[src/rtl/irq_ctl_pkg.sv]
package irq_ctl_pkg;

  localparam int unsigned STAT_W  = 16;
  localparam int unsigned NUM_W   = 3;
  localparam int unsigned IE_POS  = 12;
  localparam int unsigned NUM_POS = 13;

  // Assemble the status word from the enable bit and the pending number.
  function automatic logic [STAT_W-1:0] pack_status(input logic ie,
                                                    input logic [NUM_W-1:0] num);
    logic [STAT_W-1:0] w;
    w = '0;
    w[IE_POS] = ie;
    w[NUM_POS +: NUM_W] = num;
    return w;
  endfunction

  // Handler number posted by request line index k.
  function automatic logic [NUM_W-1:0] line_to_num(input int unsigned k);
    return NUM_W'(k + 1);
  endfunction

endpackage

[src/rtl/irq_ie_ctl.sv]
module irq_ie_ctl (
  input  logic clk_i,
  input  logic rst_ni,
  input  logic sw_we_i,
  input  logic sw_ie_i,
  input  logic take_i,
  input  logic ret_i,
  output logic ie_o
);
  logic ie_q;

  always_ff @(posedge clk_i) begin
    if (!rst_ni)       ie_q <= 1'b0;
    else if (sw_we_i)  ie_q <= sw_ie_i;
    else if (take_i)   ie_q <= 1'b0;
    else if (ret_i)    ie_q <= 1'b1;
  end

  assign ie_o = ie_q;
endmodule

[src/rtl/irq_ovf_flag.sv]
module irq_ovf_flag (
  input  logic clk_i,
  input  logic rst_ni,
  input  logic drop_i,
  output logic ovf_o
);
  logic ovf_q;

  always_ff @(posedge clk_i) begin
    if (!rst_ni)     ovf_q <= 1'b0;
    else if (drop_i) ovf_q <= 1'b1;
  end

  assign ovf_o = ovf_q;
endmodule

[src/rtl/irq_queue.sv]
module irq_queue #(
  parameter int unsigned NUM_SRC = 7,
  parameter int unsigned DEPTH   = 4,
  parameter int unsigned NUM_W   = 3
) (
  input  logic                      clk_i,
  input  logic                      rst_ni,
  input  logic                      sw_we_i,
  input  logic [NUM_W-1:0]          sw_num_i,
  input  logic                      pop_i,
  input  logic [NUM_SRC-1:0]        req_i,
  output logic [NUM_W-1:0]          slot_o,
  output logic [NUM_W-1:0]          head_o,
  output logic [$clog2(DEPTH+1)-1:0] cnt_o,
  output logic                      drop_o
);
  import irq_ctl_pkg::*;

  localparam int unsigned ENT   = DEPTH + 1;
  localparam int unsigned IDX_W = $clog2(ENT + 1);
  localparam int unsigned CNT_W = $clog2(DEPTH + 1);

  // Entry 0 is the visible handler field; entries 1..DEPTH form the queue.
  // A zero entry is empty; occupied queue entries are contiguous from 1.
  logic [NUM_W-1:0] ent_q   [ENT];
  logic [NUM_W-1:0] base_c  [ENT];
  logic [NUM_W-1:0] cmp_c   [ENT];
  logic [NUM_W-1:0] nxt_c   [ENT];
  logic [IDX_W-1:0] pos_c;
  logic             drop_c;

  always_comb begin
    base_c = ent_q;
    if (sw_we_i)    base_c[0] = sw_num_i;
    else if (pop_i) base_c[0] = '0;

    cmp_c = base_c;
    if (!sw_we_i && base_c[0] == '0) begin
      for (int i = 0; i < ENT - 1; i++) cmp_c[i] = base_c[i+1];
      cmp_c[ENT-1] = '0;
    end

    pos_c = IDX_W'(ENT);
    for (int i = ENT - 1; i >= 0; i--) begin
      if (cmp_c[i] == '0 && (i >= 1 || !sw_we_i)) pos_c = IDX_W'(i);
    end

    nxt_c  = cmp_c;
    drop_c = 1'b0;
    for (int s = 0; s < NUM_SRC; s++) begin
      if (req_i[s]) begin
        if (pos_c < IDX_W'(ENT)) begin
          nxt_c[pos_c] = line_to_num(s);
          pos_c = pos_c + 1'b1;
        end else begin
          drop_c = 1'b1;
        end
      end
    end
  end

  generate
    for (genvar g = 0; g < ENT; g++) begin : g_ent
      always_ff @(posedge clk_i) begin
        if (!rst_ni) ent_q[g] <= '0;
        else         ent_q[g] <= nxt_c[g];
      end
    end
  endgenerate

  always_comb begin
    cnt_o = '0;
    for (int i = 1; i < ENT; i++) begin
      if (ent_q[i] != '0) cnt_o = cnt_o + CNT_W'(1);
    end
  end

  assign slot_o = ent_q[0];
  assign head_o = ent_q[1];
  assign drop_o = drop_c;
endmodule

[src/rtl/irq_pend_ctrl.sv]
module irq_pend_ctrl #(
  parameter int unsigned NUM_SRC = 7,
  parameter int unsigned DEPTH   = 4
) (
  input  logic        clk_i,
  input  logic        rst_ni,
  input  logic [6:0]  req_i,
  input  logic        ack_i,
  input  logic        ret_i,
  input  logic        sw_we_i,
  input  logic [15:0] sw_wdata_i,
  output logic [15:0] status_o,
  output logic        dispatch_o,
  output logic [2:0]  disp_num_o,
  output logic        overflow_o
);
  import irq_ctl_pkg::*;

  localparam int unsigned CNT_W = $clog2(DEPTH + 1);

  logic             ie_q;
  logic [NUM_W-1:0] slot_num;
  logic [NUM_W-1:0] fifo_head;
  logic [CNT_W-1:0] fifo_cnt;
  logic             take_evt;
  logic             drop_evt;

  // Named events for the checker.
  assign dispatch_o = ie_q && (slot_num != '0);
  assign take_evt   = ack_i && dispatch_o && !sw_we_i;

  irq_ie_ctl u_ie (
    .clk_i   (clk_i),
    .rst_ni  (rst_ni),
    .sw_we_i (sw_we_i),
    .sw_ie_i (sw_wdata_i[IE_POS]),
    .take_i  (take_evt),
    .ret_i   (ret_i),
    .ie_o    (ie_q)
  );

  irq_queue #(
    .NUM_SRC (NUM_SRC),
    .DEPTH   (DEPTH),
    .NUM_W   (NUM_W)
  ) u_queue (
    .clk_i    (clk_i),
    .rst_ni   (rst_ni),
    .sw_we_i  (sw_we_i),
    .sw_num_i (sw_wdata_i[NUM_POS +: NUM_W]),
    .pop_i    (take_evt),
    .req_i    (req_i[NUM_SRC-1:0]),
    .slot_o   (slot_num),
    .head_o   (fifo_head),
    .cnt_o    (fifo_cnt),
    .drop_o   (drop_evt)
  );

  irq_ovf_flag u_ovf (
    .clk_i  (clk_i),
    .rst_ni (rst_ni),
    .drop_i (drop_evt),
    .ovf_o  (overflow_o)
  );

  assign status_o   = pack_status(ie_q, slot_num);
  assign disp_num_o = slot_num;
endmodule

[config.mk]
export PLATFORM = sky130hd
export DESIGN_NAME = irq_pend_ctrl
export DESIGN_NICKNAME = d
export VERILOG_FILES = /design/src/rtl/irq_ctl_pkg.sv /design/src/rtl/irq_ie_ctl.sv /design/src/rtl/irq_ovf_flag.sv /design/src/rtl/irq_queue.sv /design/src/rtl/irq_pend_ctrl.sv
export SDC_FILE = /design/constraint.sdc
export NUM_CORES = 1
export LEC_CHECK = 0
export ABC_AREA = 1
export CORE_UTILIZATION = 56
export CTS_CLUSTER_DIAMETER = 80
export DETAILED_ROUTE_END_ITERATION = 6
export GPL_TIMING_DRIVEN = 0
export MAX_ROUTING_LAYER = met4
export PLACE_DENSITY = 0.85
export SLEW_MARGIN = 20
export SYNTH_ARGS = -nofsm -noshare
export SYNTH_HDL_FRONTEND = slang
export SYNTH_SLANG_ARGS = --single-unit
[constraint.sdc]
create_clock -name clk_i -period 10.2 [get_ports clk_i]
set_input_delay 2.55 -clock clk_i [delete_from_list [all_inputs] [get_ports clk_i]]
set_output_delay 2.55 -clock clk_i [all_outputs]
set_load 0.005 [all_outputs]
# Yosys cells after proc, flatten, opt, wreduce, memory -nomap -nowiden

Cells that the tools add are included.

Bits in registers: 17
Output and inout port bits: 21
Word-level logic and storage cells: 146

$add $sub $neg: 6
Order comparisons: 21
Mux-type cells: 65
Bitwise operators: 26
Reduce and logical (&&, ||, !) cells: 21

Operator list:

| cell                                               | number |
|---|---|
| two-way mux 15 bit                                 | 15 |
| two-way mux 3 bit                                  | 25 |
| demux 3 bit (select 3 bit)                         | 7 |
| bitwise AND 10 bit                                 | 3 |
| NOT 10 bit                                         | 3 |
| bitwise OR 10 bit                                  | 3 |
| >= comparator 4 bit, second input constant         | 7 |
| < comparator 4 x 1 -> 1 bit, second input constant | 7 |
| NOT 3 -> 4 bit                                     | 7 |
| < comparator 3 bit, second input constant          | 7 |
| adder 3 x 1 -> 3 bit, second input constant        | 6 |
| logical NOT 3 bit                                  | 6 |
| two-way mux 1 bit                                  | 18 |
| bitwise AND 5 bit                                  | 3 |
| NOT 5 bit                                          | 3 |
| bitwise OR 15 bit                                  | 1 |
| bitwise OR 5 bit                                   | 3 |
| logical AND 1 bit                                  | 12 |
| nonzero test 3 bit                                 | 2 |
| logical NOT 1 bit                                  | 1 |

# Longest topological paths before layout

Gate-level depths: netlist of the first run.

Depth in word-level cells: 42
Depth in mapped cells: 46
Depth with buffers taken out: 46

# Cells and area by module

A second synthesis of the first run with hierarchy kept.

Cells, all modules: 404
Area, all modules: 2418.6 um2

Modules (own cells, without submodules):

| module        | times used | cells each | area each (um2) | seq. area each (um2) |
|---|---|---|---|---|
| irq_queue     | 1          | 369        | 2190.9          | 300.3 |
| irq_pend_ctrl | 1          | 25         | 153.9           | 0.0 |
| irq_ie_ctl    | 1          | 6          | 42.5            | 20.0 |
| irq_ovf_flag  | 1          | 4          | 31.3            | 20.0 |

# Worst setup path after synthesis of the first run

Ideal clock, no wire load.

Path kind: input to register
Start point: in sw_we_i
End point: reg u_queue.ent_q (netlist bit u_queue.slot_o[1])
Library setup time: 0.070 ns
Data arrival time: 6.746 ns
Data required time: 10.130 ns
Slack: 3.384 ns
Stages: 43
Cells stage by stage: inv_2 -> a31oi_2 -> nor2_2 -> nand2_2 -> nor2_4 -> buf_6 -> nand2_1 -> nand2_1 -> nand3_2 -> nand2_1 -> nand2_2 -> nand2_1 -> nand2_2 -> inv_2 -> ha_1 -> nand2_1 -> nand3b_1 -> nand2_4 -> [... 7 more ...] -> nand3_1 -> nand2_2 -> inv_1 -> ha_1 -> inv_1 -> nand3_1 -> nand2_1 -> inv_1 -> ha_1 -> nand3_2 -> nand2_4 -> inv_4 -> nand2_4 -> nand2_4 -> nand2_4 -> nor2_8 -> nand3_1 -> a21oi_1

Word-level cells in the longest chain between the ends: 40
Elaborated cells on any way between the ends: 109
Classes of those cells: 6 x add/sub; 21 x order compare; 48 x mux; 17 x bitwise; 17 x reduce/logical

Ends and longest elaborated chain:

| what                                                                        | line                | source |
|---|---|---|
| from (decl)                                                                 | irq_pend_ctrl.sv:10 | `input logic sw_we_i,` |
| parallel branches: the longest is 39 deep, another holds two-way mux 15 bit | --                  |  |
| two-way mux 15 bit (*)                                                      | irq_queue.sv:51     | `if (req_i[s]) begin` |
| to (signal, indexed assignment)                                             | irq_queue.sv:66     | `else ent_q[g] <= nxt_c[g];` |
| to (decl)                                                                   | irq_queue.sv:25     | `logic [NUM_W-1:0] ent_q [ENT];` |

Mark *: on every way between the ends.
A chain may end at the register's enable or synchronous reset.

# Worst setup path in the final report of the first run

Start point: in sw_we_i
End point: reg u_queue.ent_q (netlist bit u_queue.base_c[4])

The elaborated chain is that of the path after synthesis.

==> results of run 1 <==
## flip-flops by register name (all words and copies together), names as in the netlist
register,flops
u_queue.head_o,3
u_queue.slot_o,3
u_ie.ie_o,1
u_ovf.ovf_o,1
u_queue.base_c,9
## kinds of logic (layout without fill, tap and decap cells)
kind of cell	count (synthesis)	after routing
adders and majority gates	5	5
xor gates and xnor gates	2	2
AOI/OAI and AO/OA	51	51
and+or+nand+nor	227	227
DFF	17	17
buffers and inverters	81	107
other	1	12
## layout by cell type, fill, tap and decap left out, types with 13 or more instances in the layout
| master | count |
|---|---|
| inv_2 | 13 |
| dfxtp_1 | 17 |
| nor2_1 | 21 |
| clkdlybuf4s50_1 | 22 |
| a21oi_1 | 22 |
| nand2_1 | 107 |
| buf_4 | 17 |
| inv_1 | 46 |
| nand2_2 | 24 |
| nand3_1 | 29 |
## worst paths after layout
check                     from                end  cells after the start
max                    sw_we_i  u_queue.base_c[4]                     45
min                  u_ie.ie_o          u_ie.ie_o                      2
max reg2reg  u_queue.slot_o[0]  u_queue.base_c[4]                     45
min reg2reg          u_ie.ie_o          u_ie.ie_o                      2
## layer usage
metal,wire [um],global-route usage (%),up-vias
met5,0,-,-
met1,2550,33.8,1064
met2,2570,43.9,64
li1,-,-,1278
met4,55,5.59,0
met3,209,0.685,6
## worst register-to-register path, delay by kind of cell (launching register included)
family	cells	cell delay [ps]
compound gates	1	130
fa+ha+maj	4	880
buf+inv	9	830
flops	1	400
simple gates	31	3040
## per-stage QoR
step                      cells  hold slack [ps]  area, um2
after global placement      467              647       2670
after global routing        471              724       2720
after CTS                   471              660       2720
final                       471              668       2720
after floorplan             395              598       2390
after detailed placement    467              651       2670
## cell type report
type	instances	share of cell area (%)
repair buffers	22	8.11
flip-flops and latches	17	12.5
plain buffers	21	5.58
clock buffers	4	1.66
well taps	50	2.30
inverters	60	8.39
multi-input cells	297	61.4
==> results.tsv, run 1 <==
metric	value	unit
multi_input_area	1670	um2
die_area	4450	um2
critPathBufInv	11	
wire_per_inst	11.4	um
worst_setup_path_start_kind	input pin	
synthSimpleGateAreaFrac	51.2	%
ctsHoldBuffers	0	
first_pass_iters	4	
clock-sinks	17	
critPathTopFamily	simple AND/OR/NAND/NOR gates	
clock_latency	250	ps
r2r_slack	4850	ps
synth_adder_area_share	2.67	%
via_per_inst	5.12	
cts_made_buffers	3	
num_vias	2412	
start_util	58.6	%
drc	0	
yosys.area_share.xor_xnor	0.747	%
period_share	76.0	%
coreArea	4000	um2
drt_iter0_markers	146	
insertedDiodeCount	0	
routed_wl	5.39	mm
grt_max_degree	11	
cts.clk_slew.worst_paths	60	ps
place.gp.congestion	0.902	
max_freq	129	MHz
cts-root-buf	clkbuf_8	
avgSynthCellArea	6.11	um2
synth-compound-area-share	14.6	%
htree_levels	1	
cts_tree	built	
cp_max_fo	10	
synthCells	384	
worst_path_largest_cell_delay	530	ps
drtAntennaViolNets	0	
path_common_cell	nand2_1	
place_ws	2230	ps
arrival	7930	ps
synth_seq_area_share	14.5	%
fin_setup_tns	0	ps
crit_type	input pin to flop	
yosys.area.top_type	nand2_1	
max_cap_viol_count	0	
final_util	67.9	%
drive_gt1_share	24.2	%
hold_class	flop to flop	
die_w	66.7	um
grt_antenna_before_repair	0	
cts_setup_buffers	0	
outcome	complete, no violations	
grt_pass1_vias	2058	
ios	49	
hold_viol_final	0	
synthTopCellsByCount	nand2_1 (107), inv_1 (46), nand3_1 (29)	
synth_warnings	0	
grt-ovfl-total	0	
synthMuxAreaShare	0	%
crit_required	10380	ps
syn_area	2350	um2
async_flop_share	0	%
clockBufferDepth	2	
hpwlAfterDp	4.55	mm
synth_cell_types	37	
synth.most_common_cell	nand2_1	
num-nets-final	455	
cts_resized	0	
synth_top_area_share	17.1	%
ys_ff_latch	17	
slew_viol_final	0	
synth_edf_count	0	
fillers	392	
area_delta_synth_final	15.7	%
grt_pass1_wl	8.76	mm
synth_top_family_by_area	simple AND/OR/NAND/NOR gates	
std_cell_rows	23	
finalSetupViolCount	0	
critical_path.endpoint_type	flop	
rsz0062_at_grt	no	
grt_use_total	25.8	%
period_minus_slack	7750	ps
synth_ff_type	dfxtp_1	
portBuffers	22	
cp_slowest_cell	clkdlybuf4s50_1	
fin_ws	2450	ps
ys_top_cells_by_area	nand2_1 (17%), dfxtp_1 (15%), inv_1 (7.4%)	
die_h	66.7	um
final-seq-area	340	um2
finalClockSkew	2.86	ps
Power of run 1 is left out: the tool's default activity adds up to more than one toggle a clock period on the data nets, which glitch-free logic cannot reach.
==> run 2, diff against run 1 <==
--- a/config.mk
+++ b/config.mk
@@ -6,12 +6,12 @@
 export NUM_CORES = 1
 export LEC_CHECK = 0
 export ABC_AREA = 1
-export CORE_UTILIZATION = 56
+export CORE_UTILIZATION = 47
 export CTS_CLUSTER_DIAMETER = 80
 export DETAILED_ROUTE_END_ITERATION = 6
 export GPL_TIMING_DRIVEN = 0
 export MAX_ROUTING_LAYER = met4
-export PLACE_DENSITY = 0.85
+export PLACE_DENSITY = 0.76
 export SLEW_MARGIN = 20
 export SYNTH_ARGS = -nofsm -noshare
 export SYNTH_HDL_FRONTEND = slang
==> constraint.sdc (replaced) <==
create_clock -name clk_i -period 6.7 [get_ports clk_i]
set_input_delay 1.675 -clock clk_i [delete_from_list [all_inputs] [get_ports clk_i]]
set_output_delay 1.675 -clock clk_i [all_outputs]
set_load 0.005 [all_outputs]
==> run 2 against run 1 <==
  * First-iteration DRC count up 4.1%
  * Core utilization down 2.4 points
  * Cell count up 8.3%
  * Critical path depth down 6
  * Clock skew up 1.5 ps
  * Non-clock buffer count up 21
  * Sequential cell count unchanged
  * Global-route usage down 3.6 points
  * Sequential share of layout area down 1.6 points
  * Wire length up 12%
  * Register-to-register slack worse by 3200 ps
==> results.tsv, run 2 (synthesis gave the netlist of run 1 again) <==
metric	value	unit	change
outcome	complete, no violations		
drtAntennaViolNets	0		unchanged
finalSetupViolCount	0		unchanged
tightest_slew	599	ps	
htree_levels	1		unchanged
portBuffers	22		unchanged
drc	0		unchanged
critical_path.endpoint_type	flop		
std_cell_rows	25		+8.7%
via_per_inst	4.94		-3.6%
hold_viol_final	0		unchanged
max_freq	157	MHz	
layout_commonest_cell	nand2_1		
crit_type	input pin to flop		
grt-ovfl-total	0		unchanged
cp_slowest_cell	dlygate4sd2_1		
grt_antenna_before_repair	0		unchanged
reg2regPathDepth	39		-13%
r2r_slack	1640	ps	-3210 ps
ios	49		unchanged
clockBufferDepth	2		unchanged
place.gp.congestion	0.879		-2.6%
worst_setup_path_start_kind	input pin		
cts-root-buf	clkbuf_8		
finalClockSkew	4.36	ps	+1.50 ps
layout_common_cells	nand2_1 (95), inv_1 (42), buf_4 (35)		
start_util	49.3	%	-9.3 points
clock-sinks	17		unchanged
drt_iter0_markers	152		+4.1%
hold_class	flop to flop		
largest_reg_flops	9		unchanged
slew_viol_final	0		unchanged
coreArea	4750	um2	+19%
ctsHoldBuffers	0		unchanged
hold_ws	672	ps	+4.42 ps
crit_required	6880	ps	-3500 ps
grt_pass1_wl	9.16	mm	+4.5%
clock_latency	250	ps	about the same
die_w	72.7	um	+8.9%
slew_headroom	60.1	%	
grt_max_degree	11		unchanged
fillers	441		+13%
rr_endpoint	u_queue.base_c[5]		
period_share	95.3	%	
arrival	6560	ps	-1370 ps
fin_setup_tns	0	ps	unchanged
period_minus_slack	6380	ps	
worst_path_largest_cell_delay	340	ps	-190 ps
wire_per_inst	11.8	um	+3.0%
insertedDiodeCount	0		unchanged
hpwlAfterDp	4.55	mm	-0.12%
hold_start	u_ie.ie_o		
cts_made_buffers	3		unchanged
path_common_cell	nand2_4		
grt_pass1_vias	2112		+2.6%
first_pass_iters	4		unchanged
grt_use_total	22.2	%	-3.6 points
max_cap_viol_count	0		unchanged
die_h	72.7	um	+8.9%
cts_tree	built		
cp_max_fo	6		-4
num_vias	2518		+4.4%
drive_gt1_share	36.1	%	+12 points
area_delta_synth_final	32.7	%	
cts.clk_slew.worst_paths	70	ps	about the same
reg2reg_from	u_queue.slot_o[1]		
placed_area	2690	um2	+0.80%
die_area	5280	um2	+19%
holdPathStages	2		unchanged
whs_endpoint	u_ie.ie_o		
routed_wl	6.01	mm	+12%
post-route-cell-area	3110	um2	+15%
num-nets-final	477		+4.8%
run 2: worst max-delay path by stage:
stage,startpoint,endpoint,slack (ps),depth (start not counted)
2_1_floorplan,sw_we_i,u_queue.slot_o[1],760,43
3_3_place_gp,sw_we_i,u_queue.base_c[3],-330,45
3_5_place_dp,sw_we_i,u_queue.base_c[7],-460,44
4_1_cts,ack_i,u_queue.base_c[7],20,42
5_1_grt,sw_we_i,u_queue.base_c[7],-40,44
6_report,sw_we_i,u_queue.base_c[5],320,39
run 2: metrics by stage:
step,utilization (%),std cells,worst slack [ps]
2_1_floorplan,-,395,759
3_3_place_gp,56.6,484,-328
3_5_place_dp,56.6,484,-464
4_1_cts,57.9,490,20.6
5_1_grt,65.5,510,-41.6
6_report,65.5,510,317
run 2: layout make-up:
type                       instances  area, um2  share of cell area, %
multi-input combinational        298       1870                   60.2
timing repair buffer              43        380                   12.2
sequential                        17        340                   10.9
inverter                          60        233                   7.48
buffer                            21        155                   4.98
tap                               67       83.8                   2.69
clock buffer                       3       41.3                   1.33
clock inverter                     1       5.00                  0.161
run 2: timing repair:
| item | CTS | global route |
|---|---|---|
| endpoints found under the setup margin | 16 | 16 |
| hold endpoints to repair | 0 | 0 |
| setup buffers | 2 | 17 |
| pin swaps | 1 | 19 |
| resized for setup | 3 | 53 |
| gates cloned | 0 | 3 |
run 2: worst max-delay path, delay by kind of cell:
family / cells / cell delay (ps)
fa+ha+maj: 4 / 920
xor+xnor: 1 / 210
compound gates: 4 / 640
simple gates: 21 / 2080
buf+inv: 9 / 1030
run 2: routing by layer:
layer | share of wire [%] | up-vias | global-route usage [%] | routed length (um)
met4 | 0.77 | 0 | 4.36 | 46
met3 | 3.3 | 5 | 0.829 | 200
met2 | 51 | 54 | 36.3 | 3040
met1 | 45 | 1143 | 30.5 | 2720
li1 | - | 1316 | - | -
met5 | 0 | - | - | 0
Power of run 2 is left out for the same reason.
